File: config.mk
export PLATFORM = sky130hd
export DESIGN_NAME = sysbus_arbiter
export DESIGN_NICKNAME = d
export VERILOG_FILES = /design/src/rtl/sba_pkg.sv /design/src/rtl/sba_rst_sync.sv /design/src/rtl/sba_prio_pick.sv /design/src/rtl/sba_dma_unit.sv /design/src/rtl/sba_owner_ctrl.sv /design/src/rtl/sysbus_arbiter.sv
export SDC_FILE = /design/constraint.sdc
export NUM_CORES = 1
export LEC_CHECK = 0
export BUFFER_PORTS_ARGS = -buffer_cell sky130_fd_sc_hd__buf_2
export CAP_MARGIN = 20
export CORE_AREA = 2 2 39 41
export CTS_BUF_LIST = sky130_fd_sc_hd__clkbuf_4 sky130_fd_sc_hd__clkbuf_8
export DETAILED_ROUTE_END_ITERATION = 8
export DIE_AREA = 0 0 41 43
export PLACE_DENSITY = 0.52
export SYNTH_ARGS = -nofsm -noshare
export SYNTH_HDL_FRONTEND = slang
export SYNTH_SLANG_ARGS = --single-unit
File: constraint.sdc
create_clock -name clk -period 2 [get_ports clk]
set_clock_uncertainty 0.05 [all_clocks]
set_input_delay 0.4 -clock clk [delete_from_list [all_inputs] [get_ports clk]]
set_output_delay 0.4 -clock clk [all_outputs]
set_load 0.01 [all_outputs]
File: src/rtl/sba_pkg.sv
package sba_pkg;

  // Owner encoding doubles as the grant bit index.
  typedef enum logic [1:0] {
    OWN_CPU  = 2'd0,
    OWN_DMA  = 2'd1,
    OWN_HOLD = 2'd2,
    OWN_RFSH = 2'd3
  } owner_e;

  localparam int unsigned NUM_MASTERS = 4;
  localparam int unsigned OWNER_W     = 2;

endpackage

File: src/rtl/sba_rst_sync.sv
module sba_rst_sync #(
  parameter int unsigned STAGES = 2
) (
  input  logic clk,
  input  logic rst_n,
  output logic rst_n_sync
);

  logic [STAGES-1:0] chain_q;
  logic [STAGES-1:0] chain_d;

  // Shift ones in once the asynchronous reset lets go.
  always_comb begin
    chain_d = {chain_q[STAGES-2:0], 1'b1};
  end

  always_ff @(posedge clk or negedge rst_n) begin
    if (!rst_n) begin
      chain_q <= '0;
    end else begin
      chain_q <= chain_d;
    end
  end

  assign rst_n_sync = chain_q[STAGES-1];

endmodule

File: src/rtl/sba_prio_pick.sv
module sba_prio_pick
  import sba_pkg::*;
(
  input  logic   rfsh_req,
  input  logic   hold_req,
  input  logic   dma_req,
  output owner_e pick
);

  // Fixed ranking, highest first; CPU is the fallback owner.
  always_comb begin
    if (rfsh_req) begin
      pick = OWN_RFSH;
    end else if (hold_req) begin
      pick = OWN_HOLD;
    end else if (dma_req) begin
      pick = OWN_DMA;
    end else begin
      pick = OWN_CPU;
    end
  end

endmodule

File: src/rtl/sba_dma_unit.sv
module sba_dma_unit #(
  parameter int unsigned NARROW_BEATS = 1,
  parameter int unsigned WIDE_BEATS   = 2
) (
  input  logic clk,
  input  logic rst_n,
  input  logic active,
  input  logic beat_done,
  input  logic wide,
  output logic unit_done,
  output logic unit_idle
);

  localparam int unsigned MAX_BEATS = (WIDE_BEATS > NARROW_BEATS) ? WIDE_BEATS : NARROW_BEATS;
  localparam int unsigned CNT_W     = (MAX_BEATS > 1) ? $clog2(MAX_BEATS) : 1;
  localparam logic [CNT_W-1:0] NARROW_LAST = CNT_W'(NARROW_BEATS - 1);
  localparam logic [CNT_W-1:0] WIDE_LAST   = CNT_W'(WIDE_BEATS - 1);

  logic [CNT_W-1:0] beat_cnt_q;
  logic [CNT_W-1:0] beat_cnt_d;
  logic [CNT_W-1:0] last_idx;
  logic             cnt_en;

  always_comb begin
    last_idx  = wide ? WIDE_LAST : NARROW_LAST;
    unit_done = active && beat_done && (beat_cnt_q == last_idx);
    unit_idle = (beat_cnt_q == '0);
    cnt_en    = (!active) || beat_done;
    if (!active || unit_done) begin
      beat_cnt_d = '0;
    end else begin
      beat_cnt_d = beat_cnt_q + CNT_W'(1);
    end
  end

  always_ff @(posedge clk or negedge rst_n) begin
    if (!rst_n) begin
      beat_cnt_q <= '0;
    end else if (cnt_en) begin
      beat_cnt_q <= beat_cnt_d;
    end
  end

  // the counter never passes the last beat index of the widest unit.
  a_r5_cnt_bound: assert property (@(posedge clk) disable iff (!rst_n)
    beat_cnt_q <= WIDE_LAST || beat_cnt_q <= NARROW_LAST);

  // a beat that does not finish the unit advances the count by one.
  a_r5_cnt_step: assert property (@(posedge clk) disable iff (!rst_n)
    (active && beat_done && !unit_done) |=> (beat_cnt_q == $past(beat_cnt_q) + CNT_W'(1)));

endmodule

File: src/rtl/sba_owner_ctrl.sv
module sba_owner_ctrl
  import sba_pkg::*;
(
  input  logic   clk,
  input  logic   rst_n,
  input  logic   cpu_cycle_end,
  input  logic   dma_req,
  input  logic   hold_req,
  input  logic   rfsh_req,
  input  logic   rfsh_done,
  input  logic   unit_done,
  input  logic   unit_idle,
  input  owner_e pick,
  output owner_e owner_q,
  output logic   resume_q
);

  owner_e owner_d;
  logic   at_bnd;
  logic   pend_q;
  logic   pend_d;
  logic   resume_d;
  logic   dma_enter;
  logic   dma_leave;

  // Safe point for each kind of owner.
  always_comb begin
    unique case (owner_q)
      OWN_CPU:  at_bnd = cpu_cycle_end;
      OWN_DMA:  at_bnd = unit_done || (!dma_req && unit_idle);
      OWN_HOLD: at_bnd = !hold_req;
      OWN_RFSH: at_bnd = rfsh_done;
      default:  at_bnd = 1'b1;
    endcase
    owner_d = at_bnd ? pick : owner_q;
  end

  // Preemption bookkeeping for the resume pulse.
  always_comb begin
    dma_enter = (owner_d == OWN_DMA) && (owner_q != OWN_DMA);
    dma_leave = (owner_q == OWN_DMA) && (owner_d != OWN_DMA);
    resume_d  = dma_enter && pend_q && dma_req;
    if (dma_leave && dma_req) begin
      pend_d = 1'b1;
    end else if (dma_enter || !dma_req) begin
      pend_d = 1'b0;
    end else begin
      pend_d = pend_q;
    end
  end

  always_ff @(posedge clk or negedge rst_n) begin
    if (!rst_n) begin
      owner_q  <= OWN_CPU;
      pend_q   <= 1'b0;
      resume_q <= 1'b0;
    end else begin
      owner_q  <= owner_d;
      pend_q   <= pend_d;
      resume_q <= resume_d;
    end
  end

  // the CPU is not displaced mid-cycle.
  a_r4_cpu_holds: assert property (@(posedge clk) disable iff (!rst_n)
    (owner_q == OWN_CPU && !cpu_cycle_end) |=> (owner_q == OWN_CPU));

  // an unfinished DMA unit keeps the bus.
  a_r5_dma_unit: assert property (@(posedge clk) disable iff (!rst_n)
    (owner_q == OWN_DMA && dma_req && !unit_done) |=> (owner_q == OWN_DMA));

  // hold ownership persists while requested.
  a_r8_hold_stays: assert property (@(posedge clk) disable iff (!rst_n)
    (owner_q == OWN_HOLD && hold_req) |=> (owner_q == OWN_HOLD));

  // refresh ownership persists until done.
  a_r9_rfsh_stays: assert property (@(posedge clk) disable iff (!rst_n)
    (owner_q == OWN_RFSH && !rfsh_done) |=> (owner_q == OWN_RFSH));

  // refresh wins at the end of a CPU cycle.
  a_r3_rfsh_first: assert property (@(posedge clk) disable iff (!rst_n)
    (owner_q == OWN_CPU && cpu_cycle_end && rfsh_req) |=> (owner_q == OWN_RFSH));

  // the resume pulse only appears with a DMA grant and lasts one cycle.
  a_r11_resume_dma: assert property (@(posedge clk) disable iff (!rst_n)
    resume_q |-> (owner_q == OWN_DMA && $past(owner_q) != OWN_DMA));

endmodule

File: src/rtl/sysbus_arbiter.sv
module sysbus_arbiter
  import sba_pkg::*;
#(
  parameter int unsigned NARROW_BEATS = 1,
  parameter int unsigned WIDE_BEATS   = 2,
  parameter int unsigned SYNC_STAGES  = 2
) (
  input  logic                   clk,
  input  logic                   rst_n,
  input  logic                   cpu_cycle_end,
  input  logic                   dma_req,
  input  logic                   dma_wide,
  input  logic                   dma_beat_done,
  input  logic                   hold_req,
  input  logic                   rfsh_req,
  input  logic                   rfsh_done,
  output logic [NUM_MASTERS-1:0] grant,
  output logic                   hold_ack,
  output logic                   dma_resume
);

  logic   rst_n_sync;
  owner_e pick;
  owner_e owner_q;
  logic   unit_done;
  logic   unit_idle;
  logic   resume_q;
  logic   dma_active;

  sba_rst_sync #(.STAGES(SYNC_STAGES)) u_rst_sync (
    .clk        (clk),
    .rst_n      (rst_n),
    .rst_n_sync (rst_n_sync)
  );

  sba_prio_pick u_pick (
    .rfsh_req (rfsh_req),
    .hold_req (hold_req),
    .dma_req  (dma_req),
    .pick     (pick)
  );

  assign dma_active = (owner_q == OWN_DMA);

  sba_dma_unit #(
    .NARROW_BEATS (NARROW_BEATS),
    .WIDE_BEATS   (WIDE_BEATS)
  ) u_dma_unit (
    .clk       (clk),
    .rst_n     (rst_n_sync),
    .active    (dma_active),
    .beat_done (dma_beat_done),
    .wide      (dma_wide),
    .unit_done (unit_done),
    .unit_idle (unit_idle)
  );

  sba_owner_ctrl u_owner (
    .clk           (clk),
    .rst_n         (rst_n_sync),
    .cpu_cycle_end (cpu_cycle_end),
    .dma_req       (dma_req),
    .hold_req      (hold_req),
    .rfsh_req      (rfsh_req),
    .rfsh_done     (rfsh_done),
    .unit_done     (unit_done),
    .unit_idle     (unit_idle),
    .pick          (pick),
    .owner_q       (owner_q),
    .resume_q      (resume_q)
  );

  // One grant line per owner code.
  for (genvar gi = 0; gi < NUM_MASTERS; gi++) begin : g_grant
    assign grant[gi] = (owner_q == owner_e'(gi));
  end

  assign hold_ack   = grant[OWN_HOLD] && hold_req;
  assign dma_resume = resume_q;

  // one owner at all times.
  a_r2_onehot: assert property (@(posedge clk) disable iff (!rst_n_sync)
    $countones(grant) == 1);

  // acknowledge never outlives the request.
  a_r8_ack_needs_req: assert property (@(posedge clk) disable iff (!rst_n_sync)
    hold_ack |-> hold_req);

endmodule

---- Word level (Yosys, flattened, before mapping) ----
Index checks and enable logic that the tools add are counted.
W data, S select, Z words.
word-level totals
  bits of input ports ..................... 9
  word-level logic and storage cells ...... 41
  output and inout port bits .............. 6
  register bits after elaboration ......... 7
cells by class
  eq/ne operators ......................... 7
  mux-type cells .......................... 9
  bitwise gates (word level) .............. 1
  reductions and logical operators ........ 18
  $add $sub $neg .......................... 1
operators by type and width
  operator               number
  $logic_and A1 B1 Y1    9
  $mux W2                3
  $mux W1                5
  $eq A2 B1 Y1 const B   2
  $eq A2 B2 Y1 const B   2
  $logic_or A1 B1 Y1     4
  $ne A2 B1 Y1 const B   2
  $pmux W1 S4            1
  $logic_not A1 Y1       3
  $logic_not A2 Y1       1
  $reduce_bool A2 Y1     1
  $add A1 B1 Y1 const B  1
  $eq A1 B1 Y1           1
  $not A1 Y1             1

---- Logic depth before layout (Yosys ltp) ----
  depth in word-level cells ............... 11
  mapped depth ............................ 5
  gate-level depth less buffers ........... 5

---- Hierarchy ----
From an unflattened synthesis, not the netlist that was laid out.
second synthesis, totals
  cell total of the unflattened synthesis .. 45
  area, all modules ....................... 427.9 µm²
modules (own cells, without submodules)
  module          times used  area each (µm²)  sequential area each (µm²)  cells each
  sba_owner_ctrl  1           245.2            100.1                       25
  sba_dma_unit    1           67.6             25.0                        8
  sba_rst_sync    1           53.8             50.0                        3
  sysbus_arbiter  1           43.8             0.0                         6
  sba_prio_pick   1           17.5             0.0                         3

---- Least setup slack after synthesis ----
OpenSTA, ideal clock, no wires.
  kind .................................... flip-flop to output port
  start point ............................. register u_owner.owner_q[1]
  end point ............................... output hold_ack
  cell stages (with the launch flop) ...... 3
  data required time ...................... 1.550 ns
  path buffers ............................ 0
  arrival time ............................ 0.866 ns
  setup slack ............................. 0.684 ns
  cell sequence ........................... dfrtp_1 nor2b_1 and2_1
between the ends
  word-level cells in the longest chain between the ends .. 2
ends and longest elaborated chain
  element                 line                  source
  from (decl)             sba_owner_ctrl.sv:14  output owner_e owner_q,
  from (signal assigned)  sba_owner_ctrl.sv:58  owner_q <= owner_d;
  $eq A2 B2 Y1            sysbus_arbiter.sv:75  assign grant[gi] = (owner_q == owner_e'(gi));
  named net grant[2]      sysbus_arbiter.sv:17  output logic [NUM_MASTERS-1:0] grant,
  $logic_and A1 B1 Y1     sysbus_arbiter.sv:78  assign hold_ack = grant[OWN_HOLD] && hold_req;
  to (decl)               sysbus_arbiter.sv:18  output logic hold_ack,
The timed path passes the listed nets, and every way through them passes these cells.

---- Worst setup path in the final report ----
  start point ............................. register u_owner.owner_q[1]
  end point ............................... output grant[1]
between the ends
  word-level cells in the longest chain between the ends .. 1
ends and longest elaborated chain
  element       line
  $eq A2 B1 Y1  sysbus_arbiter.sv:75
  to (decl)     sysbus_arbiter.sv:17
No other way between the ends.

==> results.txt <==
RSZ-0062 raised after global routing: no
routability cong.: 0.648
CP Buf/Inv Count: 2
PortBufs: 14
Longest Clk Path Bufs: 2
grt total ovfl: 0
CTS sink cnt: 7
internal power: 0.393 mW
Tmin final: 1580 ps
Yosys cell types: 25
post-route setup TNS: 0 ps
CP arrival: 1130 ps
post_cts resized: 0
dpl cells: 71
peak fanout along the critical path: 8
all-layer global routing usage: 12.1%
clock latency at the later pin of the worst-skew pair: 250 ps
Psw: 0.242 mW
Largest stage delay, worst path: 440 ps
FF-to-FF Start: u_owner.owner_q[0]
GR peak layer: met1
CP endpoint kind: primary output
met1 GRT Util: 16.3%
initial antenna violation count: 0
Static Leak: 0.265 nW
drt wl/cell: 10.6 um
chip height: 43 um
power density over the cells: 1190 mW/mm^2
Die W: 41 um
final worst-path setup slack: 418 ps
Post-Syn Area: 412 um^2
Slew Viols, Final: 0
Crit Path Category: reg -> out
CTS clk-pin slew, worst paths: 50 ps
met3 GRT Util: 1.57%
Ys Warns: 0
CP Cell Sequence: nand2b_2, inv_2, buf_2
die area: 0.00176 mm^2
DP Area: 494 um^2
sequential share of power: 33.7%
met2 usage: 14.4%
MaxCap Viol Count: 0
ANT nets after route: 0
final WL: 805 um
Cells after Synth: 42
# setup viols final: 0
syn_nets: 51
nets: 70
# fillers: 145
worst hold path type: reg -> async
f_max: 632 MHz
Final Cycle Share: 79.1%
slowest CP cell: dfrtp_1
Place WS: 630 ps
register bit total from synthesis: 7
Comb power frac: 44.6%
largest net degree at the start of global routing: 9
Core Area: 0.00138 mm^2
Antenna Cells: 0
vias: 349
Initial DRT Pass Iterations: 2
status: finished clean
family with the most delay on the worst path: flip-flops
synth-to-layout area growth: 29.8%
Cell Count, Final, Fillers Out: 76
H-tree depth: 1
CTS tree: done
critical path startpoint category: flop
Post-CTS Setup Bufs: 0
design area: 534 um^2
DR iter-0 viols: 4
register area share after synthesis: 42.6%
Post-DP HPWL: 677 um
data required time of the worst path: 1550 ps
vias per cell: 4.59
CTS root buf: clkbuf_4
layout cells sized above 1: 46.7%
IR drop worst, VDD: 486 uV
first-pass GRT wire length: 1320 um
critical path startpoint: u_owner.owner_q[1]
Sw Ratio: 38.1%
FP Rows: 14
vias in the first global route: 333
Synth Area per Inst: 9.80 um^2
Ports: 15
clock buffer count from CTS: 3
initial core utilization: 29.7%
final hold violations: 0
# DRC: 0
clock network fraction of total power: 21.6%
-- flip-flops by register name, summed over array words and instances, names as in the netlist --
signal and count:
u_owner.owner_q 2, u_rst_sync.chain_q 2, u_dma_unit.beat_cnt_q 1, u_owner.pend_q 1, u_owner.resume_q 1
-- per-stage QoR --
stage                     util [%]  power (mW)  hold slack (ps)
after floorplan                  -       0.427             4.06
after global placement        35.7       0.501             30.8
after detailed placement      35.7       0.503             36.7
after CTS                     38.6       0.652             26.2
after global routing          38.6       0.691             44.1
final                         38.6       0.635             16.8
-- synthesized netlist by cell type, drive strengths merged --
cell	count	area share [%]
a211oi	2	6.1
a21boi	1	2.7
a21oi	3	3.6
a22oi	2	7.0
and2	2	3.6
buf	1	1.8
conb	1	0.91
dfrtp	7	43
inv	3	2.7
nand2	3	2.7
nand2b	2	3.6
nand3	3	4.9
nand3b	1	1.8
nor2	4	3.6
nor2b	1	1.5
nor3	1	1.2
o21a	1	1.8
o21ai	2	2.4
o31ai	1	3.0
xnor2	1	2.1
-- cell type report --
cell class	instances	area, um^2	area share, %
clock buffer	4	30.0	5.62
inverter	3	11.3	2.11
multi-input combinational	31	218	40.7
sequential	7	175	32.8
tap	16	20.0	3.75
timing repair buffer	15	80.1	15.0
-- kinds of logic after synthesis --
| kind of cell | after synthesis | share of synthesized area (%) |
|---|---|---|
| compound gates | 12 | 26.7 |
| xor+xnor | 1 | 2.13 |
| buf+inv | 4 | 4.56 |
| flops | 7 | 42.6 |
| other cells | 1 | 0.911 |
| simple gates | 17 | 23.1 |
-- metal layers --
metal / share of wire (%) / vias up / wire, um
met3: 8.1 / 2 / 65
li1: - / 183 / -
met5: 0 / - / 0
met1: 48 / 151 / 383
met4: 1.9 / 0 / 15
met2: 42 / 13 / 341
-- power by group through the flow --
stage	Clock [mW]	Sequential (mW)	Combinational [mW]
after floorplan	0	0.209	0.218
final	0.137	0.214	0.283
after CTS	0.149	0.214	0.289
after global placement	0	0.216	0.285
after global routing	0.154	0.219	0.319
after detailed placement	0	0.216	0.287
-- placed cells by master (no fill, tap or decap), drive strengths merged, types with 3 or more instances in the layout --
| cell type | Yosys | final |
|---|---|---|
| nand2 | 3 | 3 |
| clkbuf | 0 | 4 |
| inv | 3 | 3 |
| a21oi | 3 | 3 |
| dfrtp | 7 | 7 |
| buf | 1 | 14 |
| nand3 | 3 | 3 |
| nor2 | 4 | 4 |
-- worst paths after layout --
kind,endpoint,slack [ps],cells after the start
worst min register to register,u_owner.owner_q[0],20,0
worst max-delay path,grant[1],420,3
max in group asynchronous,u_rst_sync.chain_q[0],1390,2
worst max register to register,u_owner.owner_q[1],680,4
worst min-delay path,u_owner.owner_q[0],20,0
min in group clk,u_rst_sync.chain_q[1],300,0
-- repair_timing --
| item | 4_1_cts | 5_1_grt |
|---|---|---|
| endpoints found under the hold margin | 2 | 0 |
| setup endpoints to repair | 0 | 0 |
| hold buffers | 1 | 0 |
(Power assumes the default switching activity.)
